<file path="config.mk">
export PLATFORM = sky130hd
export DESIGN_NAME = audio_dac_serializer
export DESIGN_NICKNAME = d
export VERILOG_FILES = /design/src/rtl/dac_ser_pkg.sv /design/src/rtl/dac_cmd_regs.sv /design/src/rtl/dac_frame_timer.sv /design/src/rtl/dac_serializer.sv /design/src/rtl/audio_dac_serializer.sv
export SDC_FILE = /design/constraint.sdc
export NUM_CORES = 1
export LEC_CHECK = 0
export BUFFER_PORTS_ARGS = -buffer_cell sky130_fd_sc_hd__buf_2
export CORE_MARGIN = 2
export CORE_UTILIZATION = 56
export DETAILED_ROUTE_END_ITERATION = 8
export GPL_TIMING_DRIVEN = 0
export PLACE_DENSITY = 0.78
export SLEW_MARGIN = 40
export SYNTH_ARGS = -nofsm -noshare
export SYNTH_HDL_FRONTEND = slang
export SYNTH_SLANG_ARGS = --single-unit
export TNS_END_PERCENT = 5
</file>
<file path="constraint.sdc">
create_clock -name clk -period 3.7 [get_ports clk]
set_input_delay 0 -clock clk [delete_from_list [all_inputs] [get_ports clk]]
set_output_delay 0 -clock clk [all_outputs]
set_load 0.02 [all_outputs]
</file>
<file path="src/rtl/dac_ser_pkg.sv">
package dac_ser_pkg;

    typedef enum logic [2:0] {
        OP_NONE       = 3'd0,
        OP_MUTE_ON    = 3'd1,
        OP_MUTE_OFF   = 3'd2,
        OP_DEEMPH_ON  = 3'd3,
        OP_DEEMPH_OFF = 3'd4,
        OP_PATH_INT   = 3'd5,
        OP_PATH_EXT   = 3'd6,
        OP_SET_FMT    = 3'd7
    } dac_op_e;

    // Packed order is the format byte bit order: [2] aligned, [1] lrck inv, [0] bck inv
    typedef struct packed {
        logic i2s;
        logic lr_inv;
        logic bck_inv;
    } dac_fmt_t;

endpackage

</file>
<file path="src/rtl/dac_cmd_regs.sv">
module dac_cmd_regs
    import dac_ser_pkg::*;
(
    input  logic       clk,
    input  logic       rst_n,
    input  logic       cmd_valid,
    input  logic [2:0] cmd_op,
    input  logic [7:0] cmd_arg,
    output logic       mute_n,
    output logic       deemph,
    output logic       ext_pend,
    output dac_fmt_t   fmt_pend
);

    typedef struct packed {
        logic     mute_n;
        logic     deemph;
        logic     ext;
        dac_fmt_t fmt;
    } regs_t;

    regs_t reg_d, reg_q;
    logic  unused_arg_hi;

    assign unused_arg_hi = ^cmd_arg[7:3];

    always_comb begin
        reg_d = reg_q;
        if (cmd_valid) begin
            case (dac_op_e'(cmd_op))
                OP_MUTE_ON:    reg_d.mute_n = 1'b0;
                OP_MUTE_OFF:   reg_d.mute_n = 1'b1;
                OP_DEEMPH_ON:  reg_d.deemph = 1'b1;
                OP_DEEMPH_OFF: reg_d.deemph = 1'b0;
                OP_PATH_INT:   reg_d.ext    = 1'b0;
                OP_PATH_EXT:   reg_d.ext    = 1'b1;
                OP_SET_FMT:    reg_d.fmt    = dac_fmt_t'(cmd_arg[2:0]);
                default:       ;
            endcase
        end
    end

    always_ff @(posedge clk or negedge rst_n) begin
        if (!rst_n) reg_q <= '0;
        else        reg_q <= reg_d;
    end

    assign mute_n   = reg_q.mute_n;
    assign deemph   = reg_q.deemph;
    assign ext_pend = reg_q.ext;
    assign fmt_pend = reg_q.fmt;

    a_r8_deemph_cmd: assert property (@(posedge clk) disable iff (!rst_n)
        (cmd_valid && cmd_op == OP_DEEMPH_ON) |=> deemph);

endmodule

</file>
<file path="src/rtl/dac_frame_timer.sv">
module dac_frame_timer #(
    parameter int SUB_N = 24,
    parameter int SUB_W = 5,
    parameter int BIT_N = 32,
    parameter int BIT_W = 5
) (
    input  logic             clk,
    input  logic             rst_n,
    input  logic             adv,
    output logic [SUB_W-1:0] sub_o,
    output logic [BIT_W-1:0] bit_o,
    output logic [SUB_W-1:0] nxt_sub,
    output logic [BIT_W-1:0] nxt_bit,
    output logic             wrap
);

    typedef struct packed {
        logic [SUB_W-1:0] sub;
        logic [BIT_W-1:0] bitn;
    } pos_t;

    pos_t pos_d, pos_q;
    logic last_sub, last_bit;

    always_comb begin
        last_sub = (pos_q.sub  == SUB_W'(SUB_N - 1));
        last_bit = (pos_q.bitn == BIT_W'(BIT_N - 1));
        pos_d    = pos_q;
        if (adv) begin
            if (last_sub) begin
                pos_d.sub  = '0;
                pos_d.bitn = last_bit ? '0 : pos_q.bitn + 1'b1;
            end else begin
                pos_d.sub  = pos_q.sub + 1'b1;
            end
        end
        wrap = adv && last_sub && last_bit;
    end

    always_ff @(posedge clk or negedge rst_n) begin
        if (!rst_n) pos_q <= '0;
        else        pos_q <= pos_d;
    end

    assign sub_o   = pos_q.sub;
    assign bit_o   = pos_q.bitn;
    assign nxt_sub = pos_d.sub;
    assign nxt_bit = pos_d.bitn;

    a_r11_hold_without_tick: assert property (@(posedge clk) disable iff (!rst_n)
        !adv |=> ($stable(sub_o) && $stable(bit_o)));

endmodule

</file>
<file path="src/rtl/dac_serializer.sv">
module dac_serializer
    import dac_ser_pkg::*;
#(
    parameter int PCM_W = 16,
    parameter int SUB_N = 24,
    parameter int SUB_W = 5,
    parameter int BIT_W = 5
) (
    input  logic             clk,
    input  logic             rst_n,
    input  logic             adv,
    input  logic             wrap,
    input  logic [SUB_W-1:0] nxt_sub,
    input  logic [BIT_W-1:0] nxt_bit,
    input  logic             pcm_valid,
    input  logic [PCM_W-1:0] pcm_left,
    input  logic [PCM_W-1:0] pcm_right,
    input  dac_fmt_t         fmt_pend,
    input  logic             ext_pend,
    input  logic             mute_n,
    output logic             pcm_take,
    output logic             mclk_o,
    output logic             bck_o,
    output logic             lrck_o,
    output logic             sdata_o
);

    localparam int WORD_W   = 2 * PCM_W;
    localparam int SUB_HALF = SUB_N / 2;

    typedef struct packed {
        logic [WORD_W-1:0] word;
        dac_fmt_t          fmt;
        logic              ext;
        logic              mclk;
        logic              bck;
        logic              lrck;
        logic              sd;
    } ser_t;

    ser_t              ser_d, ser_q;
    dac_fmt_t          fmt_use;
    logic              ext_use, left_half, lr_raw, lj_bit, al_bit;
    logic [WORD_W-1:0] new_word, src;
    logic [BIT_W-1:0]  lj_idx, al_idx;

    always_comb begin
        ser_d     = ser_q;
        fmt_use   = wrap ? fmt_pend : ser_q.fmt;
        ext_use   = wrap ? ext_pend : ser_q.ext;
        new_word  = pcm_valid ? {pcm_left, pcm_right} : '0;
        src       = wrap ? new_word : ser_q.word;
        left_half = (nxt_bit < BIT_W'(PCM_W));
        lr_raw    = fmt_use.i2s ? ~left_half : left_half;
        lj_idx    = BIT_W'(WORD_W - 1 - int'(nxt_bit));
        al_idx    = BIT_W'(WORD_W - int'(nxt_bit));
        lj_bit    = src[lj_idx];
        // bit period 0 of an aligned frame still carries the old right LSB
        al_bit    = (nxt_bit == '0) ? ser_q.word[0] : src[al_idx];
        if (adv) begin
            ser_d.fmt  = fmt_use;
            ser_d.ext  = ext_use;
            ser_d.mclk = ext_use & nxt_sub[0];
            ser_d.bck  = ext_use & ((nxt_sub >= SUB_W'(SUB_HALF)) ^ fmt_use.bck_inv);
            ser_d.lrck = ext_use & (lr_raw ^ fmt_use.lr_inv);
            if (nxt_sub == '0)
                ser_d.sd = ext_use & (fmt_use.i2s ? al_bit : lj_bit);
            if (wrap)
                ser_d.word = new_word;
        end
    end

    always_ff @(posedge clk or negedge rst_n) begin
        if (!rst_n) ser_q <= '0;
        else        ser_q <= ser_d;
    end

    assign pcm_take = wrap;
    assign mclk_o   = ser_q.mclk;
    assign bck_o    = ser_q.bck;
    assign lrck_o   = ser_q.lrck;
    assign sdata_o  = ser_q.sd & mute_n;

    a_r1_mclk_toggles: assert property (@(posedge clk) disable iff (!rst_n)
        (adv && ser_q.ext && !wrap) |=> (mclk_o != $past(mclk_o)));

    a_r11_clocks_hold: assert property (@(posedge clk) disable iff (!rst_n)
        !adv |=> ($stable(mclk_o) && $stable(bck_o) && $stable(lrck_o)));

    a_r9_internal_quiet: assert property (@(posedge clk) disable iff (!rst_n)
        !ser_q.ext |-> !(mclk_o || bck_o || lrck_o || sdata_o));

endmodule

</file>
<file path="src/rtl/audio_dac_serializer.sv">
module audio_dac_serializer
    import dac_ser_pkg::*;
#(
    parameter int PCM_W      = 16,
    parameter int MCLK_RATIO = 384,
    parameter int BCK_RATIO  = 32
) (
    input  logic             clk,
    input  logic             rst_n,
    input  logic             tick,
    input  logic             pcm_valid,
    input  logic [PCM_W-1:0] pcm_left,
    input  logic [PCM_W-1:0] pcm_right,
    output logic             pcm_take,
    input  logic             cmd_valid,
    input  logic [2:0]       cmd_op,
    input  logic [7:0]       cmd_arg,
    output logic             dac_mclk,
    output logic             dac_bck,
    output logic             dac_lrck,
    output logic             dac_sdata,
    output logic             dac_deemph,
    output logic             dac_mute_n
);

    localparam int SUB_N = 2 * MCLK_RATIO / BCK_RATIO;
    localparam int SUB_W = $clog2(SUB_N);
    localparam int BIT_N = BCK_RATIO;
    localparam int BIT_W = $clog2(BIT_N);

    logic             mute_n, ext_pend, wrap;
    dac_fmt_t         fmt_pend;
    logic [SUB_W-1:0] t_sub, n_sub;
    logic [BIT_W-1:0] t_bit, n_bit;

    dac_cmd_regs u_cmd (
        .clk      (clk),
        .rst_n    (rst_n),
        .cmd_valid(cmd_valid),
        .cmd_op   (cmd_op),
        .cmd_arg  (cmd_arg),
        .mute_n   (mute_n),
        .deemph   (dac_deemph),
        .ext_pend (ext_pend),
        .fmt_pend (fmt_pend)
    );

    dac_frame_timer #(
        .SUB_N(SUB_N), .SUB_W(SUB_W), .BIT_N(BIT_N), .BIT_W(BIT_W)
    ) u_timer (
        .clk    (clk),
        .rst_n  (rst_n),
        .adv    (tick),
        .sub_o  (t_sub),
        .bit_o  (t_bit),
        .nxt_sub(n_sub),
        .nxt_bit(n_bit),
        .wrap   (wrap)
    );

    dac_serializer #(
        .PCM_W(PCM_W), .SUB_N(SUB_N), .SUB_W(SUB_W), .BIT_W(BIT_W)
    ) u_ser (
        .clk      (clk),
        .rst_n    (rst_n),
        .adv      (tick),
        .wrap     (wrap),
        .nxt_sub  (n_sub),
        .nxt_bit  (n_bit),
        .pcm_valid(pcm_valid),
        .pcm_left (pcm_left),
        .pcm_right(pcm_right),
        .fmt_pend (fmt_pend),
        .ext_pend (ext_pend),
        .mute_n   (mute_n),
        .pcm_take (pcm_take),
        .mclk_o   (dac_mclk),
        .bck_o    (dac_bck),
        .lrck_o   (dac_lrck),
        .sdata_o  (dac_sdata)
    );

    assign dac_mute_n = mute_n;

    a_r10_take_at_frame_start: assert property (@(posedge clk) disable iff (!rst_n)
        pcm_take |=> (t_sub == '0 && t_bit == '0));

    a_r3_lrck_edge_place: assert property (@(posedge clk) disable iff (!rst_n)
        (dac_lrck != $past(dac_lrck)) |-> (t_sub == '0 && (t_bit == '0 || t_bit == BIT_W'(PCM_W))));

    a_r7_mute_cmd: assert property (@(posedge clk) disable iff (!rst_n)
        (cmd_valid && cmd_op == OP_MUTE_ON) |=> (!dac_mute_n && !dac_sdata));

endmodule

</file>
==> results.toml, run 1 <==
[status]
outcome = "complete, no violations"

[setup_path]
cp_data_arrival_time_ps = 3730
r2r-start = "u_timer.bit_o[1]$_DFF_PN0_"
crit_required_ps = 3940
crit_path_top_delay_cell = "o21ai_0"
cpMostUsedCell = "ha_1"
worstSetupEndpointType = "flop"
cp-start-kind = "flop"
rrSetupSlack_ps = 200
worst-path-max-fanout = 10
reg2reg_depth = 12
critical-path-max-stage-delay_ps = 510
startpoint = "u_timer.bit_o[1]$_DFF_PN0_"
cp_cell_sequence = "ha_1, and3_1, ha_1, nand2_1, or2_1, buf_2, o21ai_0, o221ai_1, mux2_2, a31oi_1, o211ai_1, a32oi_1"
crit_end = "u_ser.ser_q[0]$_DFFE_PN0P_"
r2r_end = "u_ser.ser_q[0]$_DFFE_PN0P_"
critPathKind = "reg -> reg"

[timing]
fin_ws_ps = 202
skew_ps = 10.5
tns_ps = 0
rsz0062_at_grt = "no"
fmax_mhz = 286
worst_pin_slew_ps = 808
finalCriticalPeriod_ps = 3500
relSlewSlack_pct = 46.1
drv_slew = 0
hold_ws_ps = 3.40
final_hold_viol_count = 0
finalCritPeriodShare_pct = 94.5
setup_viol = 0

[synthesis]
synth-simple-area-share_pct = 18.1
avgSynthCellArea_um2 = 9.04
syn_inst = 361
ys_warn_count = 0
syn_area_um2 = 3260
synth_seq_cells = 56
ys.flop_type = "dfrtp_1"
synth_compound_area_share_pct = 24.2
synth_top_family_by_area = "compound AO/OA/AOI/OAI gates"
muxShareOfSynthArea_pct = 5.60
synthTopCellsByArea = "dfrtp_1, o21ai_0, nand2_1"
synth_seq_area_share_pct = 43.0
synth_top_area_cell = "dfrtp_1"
synth_top_area_share_pct = 43.0
syn_nets = 413
synth-xor-area-share_pct = 1.34
yosysUniqueCellTypes = 63
synth_edf_count = 0
synth_fa_ha_area_share_pct = 1.53
async_flop_share_pct = 100

[grt]
grt_pass1_wl_um = 14600
grt.total_usage_pct = 29.8
grt_antenna_before_repair = 0
grt_max_degree = 57
grt_pass1_vias = 3056
grt.overflow.total = 0

[power]
irDropWorstVdd_uv = 268
power_density_nw_per_um2 = 434
leakage_nw = 1.89

[drt]
vias = 3102
drt_iter0_drc = 293
viasPerCell = 6.06
ant_nets = 0
drt_pass1_iterations = 7
post_drt_wl_per_cell_um = 17.5
drcViolationCount = 0
drt_wl_total_um = 8940

[finish]
fillers = 456
layout-drive-gt1-share_pct = 20.7
area_growth_pct = 22.4
nets = 491
insertedDiodeCount = 0

[cts]
insertion_delay_ps = 320
cts.htree.levels = 2
cts_buffer_depth = 2
cts.sinks = 56
clk_transition_reported_paths_ps = 110
clockRootBuffer = "clkbuf_8"
cts_buffers = 5
tritoncts = "built"
cts_setup_buffers = 0

[floorplan]
ios = 55
fp.dieH_um = 80.3
die_x_um = 80.3
row_count = 27
core_um2 = 5570
die_area_um2 = 6450
start_util_pct = 58.5

[worst_hold_path]
hp-class = "in -> reg"

[place]
portBuffers = 49
post-place-ws_ps = 220
gp_congestion = 0.970
hpwlAfterDp_um = 6370

[run]
maxCapViolCount = 0
## logic make-up after synthesis
| group | after synthesis |
|---|---|
| compound gates | 123 |
| xor+xnor | 5 |
| fa+ha+maj | 4 |
| buf+inv | 43 |
| flops | 56 |
| mux | 16 |
| simple gates | 114 |
## metal layers
layer	part of all wire, %	GRT usage (%)	vias up
li1	-	-	1472
met1	43	39.3	1459
met2	48	49.8	141
met3	6.2	4.61	30
met4	2.6	10.7	0
met5	0	0	-
## worst max-delay path: cells and delay by family (launching register included)
family / cells / cell delay, ps
mux: 1 / 310
compound gates: 5 / 1200
simple gates: 3 / 690
buf+inv: 1 / 210
flops: 1 / 490
fa+ha+maj: 2 / 530
## placed cells by master (no fill, tap or decap), types with 8 or more instances in the layout
master         synthesis  layout
dlygate4sd3_1          0      22
mux2_2                 8       8
dfrtp_1               56      56
nor2_1                 9       9
o21ai_0               37      37
a21oi_1               15      15
clkbuf_1              12      11
nor3_1                14      14
o22ai_1                8       8
inv_1                 20      20
o21ai_1               17      17
nand2_1               49      49
buf_2                  3      51
## stage by stage
step,std cells,utilization (%),power [mW],cell area [um^2]
after CTS,512,71.5,1.73,3980
after global placement,482,64.5,1.16,3600
after floorplan,361,-,1.03,3260
final,512,71.6,1.73,3990
after detailed placement,482,64.7,1.17,3600
after global routing,512,71.6,1.81,3990
## worst min path at each step
stage	from	depth (start not counted)	slack, ps	to
after floorplan	rst_n	0	-300	u_cmd.deemph$_DFFE_PN0P_
after global placement	cmd_arg[1]	2	230	u_cmd.fmt_pend[1]$_DFFE_PN0P_
after detailed placement	rst_n	1	100	u_ser.ser_q[33]$_DFFE_PN0P_
after CTS	pcm_left[9]	3	6	u_ser.ser_q[33]$_DFFE_PN0P_
after global routing	pcm_left[9]	3	10	u_ser.ser_q[33]$_DFFE_PN0P_
final	pcm_left[9]	3	3	u_ser.ser_q[33]$_DFFE_PN0P_
## registers in the layout, summed over array words and instances, names as in the netlist
| register | count |
|---|---|
| u_cmd.fmt_pend | 3 |
| u_cmd.mute_n | 1 |
| u_ser.mclk_o | 1 |
| u_cmd.ext_pend | 1 |
| u_cmd.deemph | 1 |
| u_timer.bit_o | 5 |
| u_timer.sub_o | 5 |
| u_ser.lrck_o | 1 |
| u_ser.bck_o | 1 |
| u_ser.ser_q | 37 |
## synthesized netlist by cell type, types with 2 or more instances
master    count
buf_2         3
o22ai_1       8
clkbuf_1     12
a211oi_1      2
a32oi_1       2
buf_6         5
o21ai_0      37
nand3_1       3
or4_1         2
nand3b_1      2
inv_2         3
a22oi_1       2
xor2_1        2
nand2_1      49
and3_1        2
o221ai_1      5
a21oi_1      15
nor2_1        9
nor2b_1       6
o211ai_1      6
and2_1        4
or2_1         2
ha_1          4
dfrtp_1      56
a21oi_2       2
nor3_1       14
mux2_2        8
o21a_1        2
o21ai_1      17
nand4_1       5
nor4b_1       2
o21ai_2       2
inv_1        20
nand2b_1      4
xnor2_1       3
a221oi_1      4
mux2i_1       7
a31oi_1       5
## cell type report
type | instances | area (um^2) | area share [%]
well taps | 72 | 90.1 | 2.26
flip-flops and latches | 56 | 1400 | 35.1
inverters | 23 | 86.3 | 2.16
repair buffers | 71 | 468 | 11.7
clock buffers | 5 | 68.8 | 1.72
multi-input cells | 262 | 1670 | 41.8
plain buffers | 20 | 118 | 2.95
clock inverters | 3 | 90.1 | 2.26
## report_power, final
| part | internal, mW | switching (mW) | total, mW |
|---|---|---|---|
| sequential | 0.649 | 0.0501 | 0.700 |
| combinational | 0.222 | 0.272 | 0.494 |
| clock | 0.338 | 0.201 | 0.540 |
## timing repair
item                                   CTS  global route
gates resized for setup                  0             3
setup endpoints to repair                0             1
hold buffers                            22             0
endpoints found under the hold margin   78             0
Power figures use the tool's default switching activity.
==> run 2: changes to the inputs <==
--- a/config.mk
+++ b/config.mk
@@ -6,8 +6,10 @@
 export NUM_CORES = 1
 export LEC_CHECK = 0
 export BUFFER_PORTS_ARGS = -buffer_cell sky130_fd_sc_hd__buf_2
+export CELL_PAD_IN_SITES_DETAIL_PLACEMENT = 1
+export CELL_PAD_IN_SITES_GLOBAL_PLACEMENT = 1
 export CORE_MARGIN = 2
-export CORE_UTILIZATION = 56
+export CORE_UTILIZATION = 43
 export DETAILED_ROUTE_END_ITERATION = 8
 export GPL_TIMING_DRIVEN = 0
 export PLACE_DENSITY = 0.78
==> results.toml, run 2 (synthesis results as in run 1) <==
[setup_path]
crit_required_ps = 3880
worst-path-max-fanout = 10
cp-start-kind = "flop"
worstSetupEndpointType = "flop"
cp_data_arrival_time_ps = 3570
rrSetupSlack_ps = 310
critPathKind = "reg -> reg"

[cts]
clockRootBuffer = "clkbuf_8"
insertion_delay_ps = 310
cts.htree.levels = 2
cts.sinks = 56
cts_buffers = 5
tritoncts = "built"
clk_transition_reported_paths_ps = 100
cts_buffer_depth = 2

[floorplan]
core_um2 = 7290
die_x_um = 91.1
start_util_pct = 44.7
fp.dieH_um = 91.1
die_area_um2 = 8300
row_count = 31
ios = 55

[drt]
drt_wl_total_um = 9820
drt_pass1_iterations = 4
ant_nets = 0
viasPerCell = 5.74
drcViolationCount = 0
post_drt_wl_per_cell_um = 18.2
vias = 3086
drt_iter0_drc = 158

[grt]
grt_pass1_vias = 3194
grt.overflow.total = 0
grt_antenna_before_repair = 0
grt.total_usage_pct = 24.3
grt_pass1_wl_um = 16200
grt_max_degree = 57

[timing]
hold_ws_ps = -4.73
tns_ps = 0
setup_viol = 0
worst_pin_slew_ps = 771
finalCriticalPeriod_ps = 3390
relSlewSlack_pct = 47.9
skew_ps = 10.0
finalCritPeriodShare_pct = 91.6
drv_slew = 0
rsz0062_at_grt = "no"
fmax_mhz = 295
final_hold_viol_count = 1

[finish]
multiInputGateArea_um2 = 1690
most-common-layout-cells = "dfrtp_1, buf_2, nand2_1"
layout-drive-gt1-share_pct = 21.0
final_util_pct = 54.4
area_growth_pct = 21.6
insertedDiodeCount = 0
nets = 490
largest_register_ffs = 37
fillers = 909
layout_commonest_cell = "dfrtp_1"
seq_area_um2 = 1400
top_register = "u_ser.ser_q"

[status]
violations = "negative hold slack"
outcome = "complete, but fails checks"

[worst_hold_path]
hp-class = "in -> reg"

[power]
irDropWorstVdd_uv = 158
power_density_nw_per_um2 = 396
leakage_nw = 1.85

[place]
hpwlAfterDp_um = 7120
gp_congestion = 0.903
portBuffers = 49

[run]
maxCapViolCount = 0
-- run 2: per-stage QoR --
step	setup WS, ps	std cells	power (mW)	instance area, um^2	hold slack (ps)
global placement	181	509	1.16	3630	233
detailed placement	137	509	1.18	3640	106
finish	312	538	1.57	3970	-4.73
floorplan	717	361	1.03	3260	-296
global route	87.4	538	1.65	3970	15.1
CTS	83.1	538	1.56	3940	8.42
-- run 2: repair_timing --
item,in CTS,in global routing
endpoints found under the hold margin,77,0
hold buffers,21,0
endpoints found under the setup margin,0,1
gates resized for setup,0,9
setup buffers,0,0
-- run 2: final cells by class --
class                   instances  area share [%]
flip-flops and latches         56            35.3
well taps                      99            3.12
plain buffers                  20            3.00
multi-input cells             262            42.5
inverters                      23            2.18
clock buffers                   8            2.27
repair buffers                 70            11.5
-- run 2: where the power goes --
part           total, mW  switching (mW)  leakage, nW  internal (mW)
sequential         0.702          0.0524        0.743          0.649
clock              0.356           0.202       0.0455          0.154
combinational      0.511           0.283         1.06          0.228
total               1.57           0.538         1.85           1.03
-- run 2: path summary, 6_finish.rpt --
path                       depth (start not counted)                           to                        start
min                                                3  u_ser.ser_q[14]$_DFFE_PN0P_                 pcm_right[6]
max in group asynchronous                          2  u_ser.ser_q[27]$_DFFE_PN0P_                        rst_n
min reg2reg                                        1  u_ser.ser_q[17]$_DFFE_PN0P_  u_ser.ser_q[17]$_DFFE_PN0P_
max reg2reg                                       12   u_ser.ser_q[0]$_DFFE_PN0P_   u_timer.bit_o[1]$_DFF_PN0_
max                                               12   u_ser.ser_q[0]$_DFFE_PN0P_   u_timer.bit_o[1]$_DFF_PN0_
min in group asynchronous                          2  u_ser.ser_q[33]$_DFFE_PN0P_                        rst_n
-- run 2: metal layers --
layer	share of wire, %	routed length (um)	track usage, %	vias up
met1	46	4490	33.1	1528
met5	0	0	0	-
met3	4.1	402	2.99	14
li1	-	-	-	1465
met4	1.3	131	5.18	0
met2	49	4800	41.7	79
-- run 2: worst max-delay path, cell delays in order (launching register included) --
cell,delay [ps]
dfrtp_1,470
ha_1,260
and3_1,200
ha_2,230
nor4bb_4,380
nand3b_1,150
and2_1,170
clkbuf_1,250
o221ai_1,260
a21oi_1,80
or4_1,510
a32oi_1,210
a32oi_1,90
==> run 3: changes to the inputs <==
--- a/config.mk
+++ b/config.mk
@@ -9,10 +9,11 @@
 export CELL_PAD_IN_SITES_DETAIL_PLACEMENT = 1
 export CELL_PAD_IN_SITES_GLOBAL_PLACEMENT = 1
 export CORE_MARGIN = 2
-export CORE_UTILIZATION = 43
+export CORE_UTILIZATION = 46
 export DETAILED_ROUTE_END_ITERATION = 8
 export GPL_TIMING_DRIVEN = 0
-export PLACE_DENSITY = 0.78
+export PLACE_DENSITY = 0.83
+export SKIP_LAST_GASP = 1
 export SLEW_MARGIN = 40
 export SYNTH_ARGS = -nofsm -noshare
 export SYNTH_HDL_FRONTEND = slang
==> constraint.sdc (replaced) <==
create_clock -name clk -period 4.2 [get_ports clk]
set_input_delay 0 -clock clk [delete_from_list [all_inputs] [get_ports clk]]
set_output_delay 0 -clock clk [all_outputs]
set_load 0.02 [all_outputs]
==> results.toml, run 3 (synthesis results as in run 1) <==
[floorplan]
ios = 55
die_x_um = 88.2
die_area_um2 = 7780
row_count = 30
fp.dieH_um = 88.2
core_um2 = 6830
start_util_pct = 47.7

[finish]
top_register = "u_ser.ser_q"
area_growth_pct = 21.4
nets = 490
largest_register_ffs = 37
most-common-layout-cells = "dfrtp_1, buf_2, nand2_1"
layout-drive-gt1-share_pct = 20.3
design_area_um2 = 3960
layout_commonest_cell = "dfrtp_1"

[drt]
drcViolationCount = 0
drt_pass1_iterations = 4
post_drt_wl_per_cell_um = 19.4
drt_wl_total_um = 10400
vias = 3211
viasPerCell = 5.99
ant_nets = 0
drt_iter0_drc = 169

[cts]
tritoncts = "built"
cts_buffers = 5
cts_setup_buffers = 0
cts_buffer_depth = 2
insertion_delay_ps = 320
clockRootBuffer = "clkbuf_8"
clk_transition_reported_paths_ps = 110
cts.htree.levels = 2
cts.sinks = 56

[timing]
drv_slew = 0
hold_ws_ps = -3.40
setup_viol = 0
relSlewSlack_pct = 41.7
finalCriticalPeriod_ps = 3760
final_hold_viol_count = 1
finalCritPeriodShare_pct = 89.6
rsz0062_at_grt = "no"
fmax_mhz = 266
skew_ps = 8.26
tns_ps = 0
worst_pin_slew_ps = 862

[setup_path]
critical-path-max-stage-delay_ps = 480
worst-path-max-fanout = 10
crit_required_ps = 4430
cp_num_buf_inv = 2
worstSetupEndpointType = "flop"
cp_data_arrival_time_ps = 3990
reg2reg_depth = 13
critPathKind = "reg -> reg"
path_depth = 13
crit_family = "compound AO/OA/AOI/OAI gates"
startpoint = "u_timer.bit_o[1]$_DFF_PN0_"
cp_cell_sequence = "ha_1, and3_1, ha_1, nand2_1, clkbuf_1, clkbuf_1, o21ai_0, o21ai_1, nor2_1, a2111o_1, a31oi_1, o211ai_1, a32oi_1"
crit_path_top_delay_cell = "dfrtp_1"
r2r-start = "u_timer.bit_o[1]$_DFF_PN0_"
r2r_end = "u_ser.ser_q[0]$_DFFE_PN0P_"
rrSetupSlack_ps = 440
cp-start-kind = "flop"

[power]
leakage_nw = 1.86
irDropWorstVdd_uv = 192
switching_power_mw = 0.489
power.share.clock_pct = 25.5
sequentialPowerShare_pct = 43.0
internal-power_mw = 0.943
power.share.switching_pct = 34.1
power_density_nw_per_um2 = 362
p_comb_share_pct = 31.6

[grt]
grt_pass1_wl_um = 16800
grt_max_degree = 57
grt.total_usage_pct = 28.0
grt_antenna_before_repair = 0
grt_pass1_vias = 3214
grt.overflow.total = 0

[worst_hold_path]
hp-class = "in -> reg"
min_to = "u_ser.ser_q[28]$_DFFE_PN0P_"
worstHoldPathCells = 3
hp-start = "pcm_left[4]"

[place]
hpwlAfterDp_um = 7220
placed_area_um2 = 3630
gp_congestion = 0.894
portBuffers = 49

[run]
maxCapViolCount = 0

[status]
violations = "negative hold slack"
outcome = "complete, but fails checks"
==> run 3: worst register-to-register path, stage by stage (launching register included) <==
cell and delay (ps):
dfrtp_1 480, ha_1 250, and3_1 190, ha_1 270
nand2_1 260, clkbuf_1 390, clkbuf_1 430, o21ai_0 140
o21ai_1 200, nor2_1 80, a2111o_1 440, a31oi_1 190
o211ai_1 120, a32oi_1 240
==> run 3: timing repair <==
item,4_1_cts,5_1_grt
hold buffers,21,0
hold endpoints to repair,77,0
resized for setup,0,0
==> run 3: layer usage <==
layer	GRT usage, %	routed length, um	vias up	share of wire, %
met2	48.1	5240	119	50
li1	-	-	1468	-
met4	8.26	193	0	1.9
met5	0	0	-	0
met1	36.6	4490	1605	43
met3	4.20	475	19	4.6
==> run 3: final cells by class <==
class,instances,area (um^2)
timing repair buffer,70,458
inverter,23,86.3
multi-input combinational,262,1660
fill,830,2870
sequential,56,1400
antenna,1,2.50
clock inverter,3,42.5
clock buffer,5,68.8
tap,96,120
buffer,20,116
==> run 3: worst max-delay path by stage <==
stage,to
finish,u_ser.ser_q[0]$_DFFE_PN0P_
global route,u_ser.ser_q[0]$_DFFE_PN0P_
CTS,u_ser.ser_q[0]$_DFFE_PN0P_
detailed placement,u_ser.ser_q[0]$_DFFE_PN0P_
global placement,u_ser.ser_q[0]$_DFFE_PN0P_
floorplan,u_ser.ser_q[0]$_DFFE_PN0P_
==> run 3: metrics by stage <==
stage / hold WS [ps] / power (mW) / utilization (%) / setup WS [ps] / std cells
floorplan: -296 / 0.911 / - / 1220 / 361
global placement: 234 / 1.02 / 53.1 / 691 / 506
detailed placement: 107 / 1.05 / 53.2 / 563 / 506
CTS: 2.72 / 1.42 / 57.9 / 526 / 535
global route: 24.0 / 1.49 / 57.9 / 236 / 535
finish: -3.40 / 1.43 / 57.9 / 439 / 536
==> run 3: power by group through the flow <==
stage                     combinational [mW]  clock, mW  sequential (mW)
after floorplan                        0.295          0            0.616
after global placement                 0.401          0            0.622
after detailed placement               0.420          0            0.626
after CTS                              0.437      0.366            0.615
after global routing                   0.490      0.380            0.622
final                                  0.452      0.364            0.615
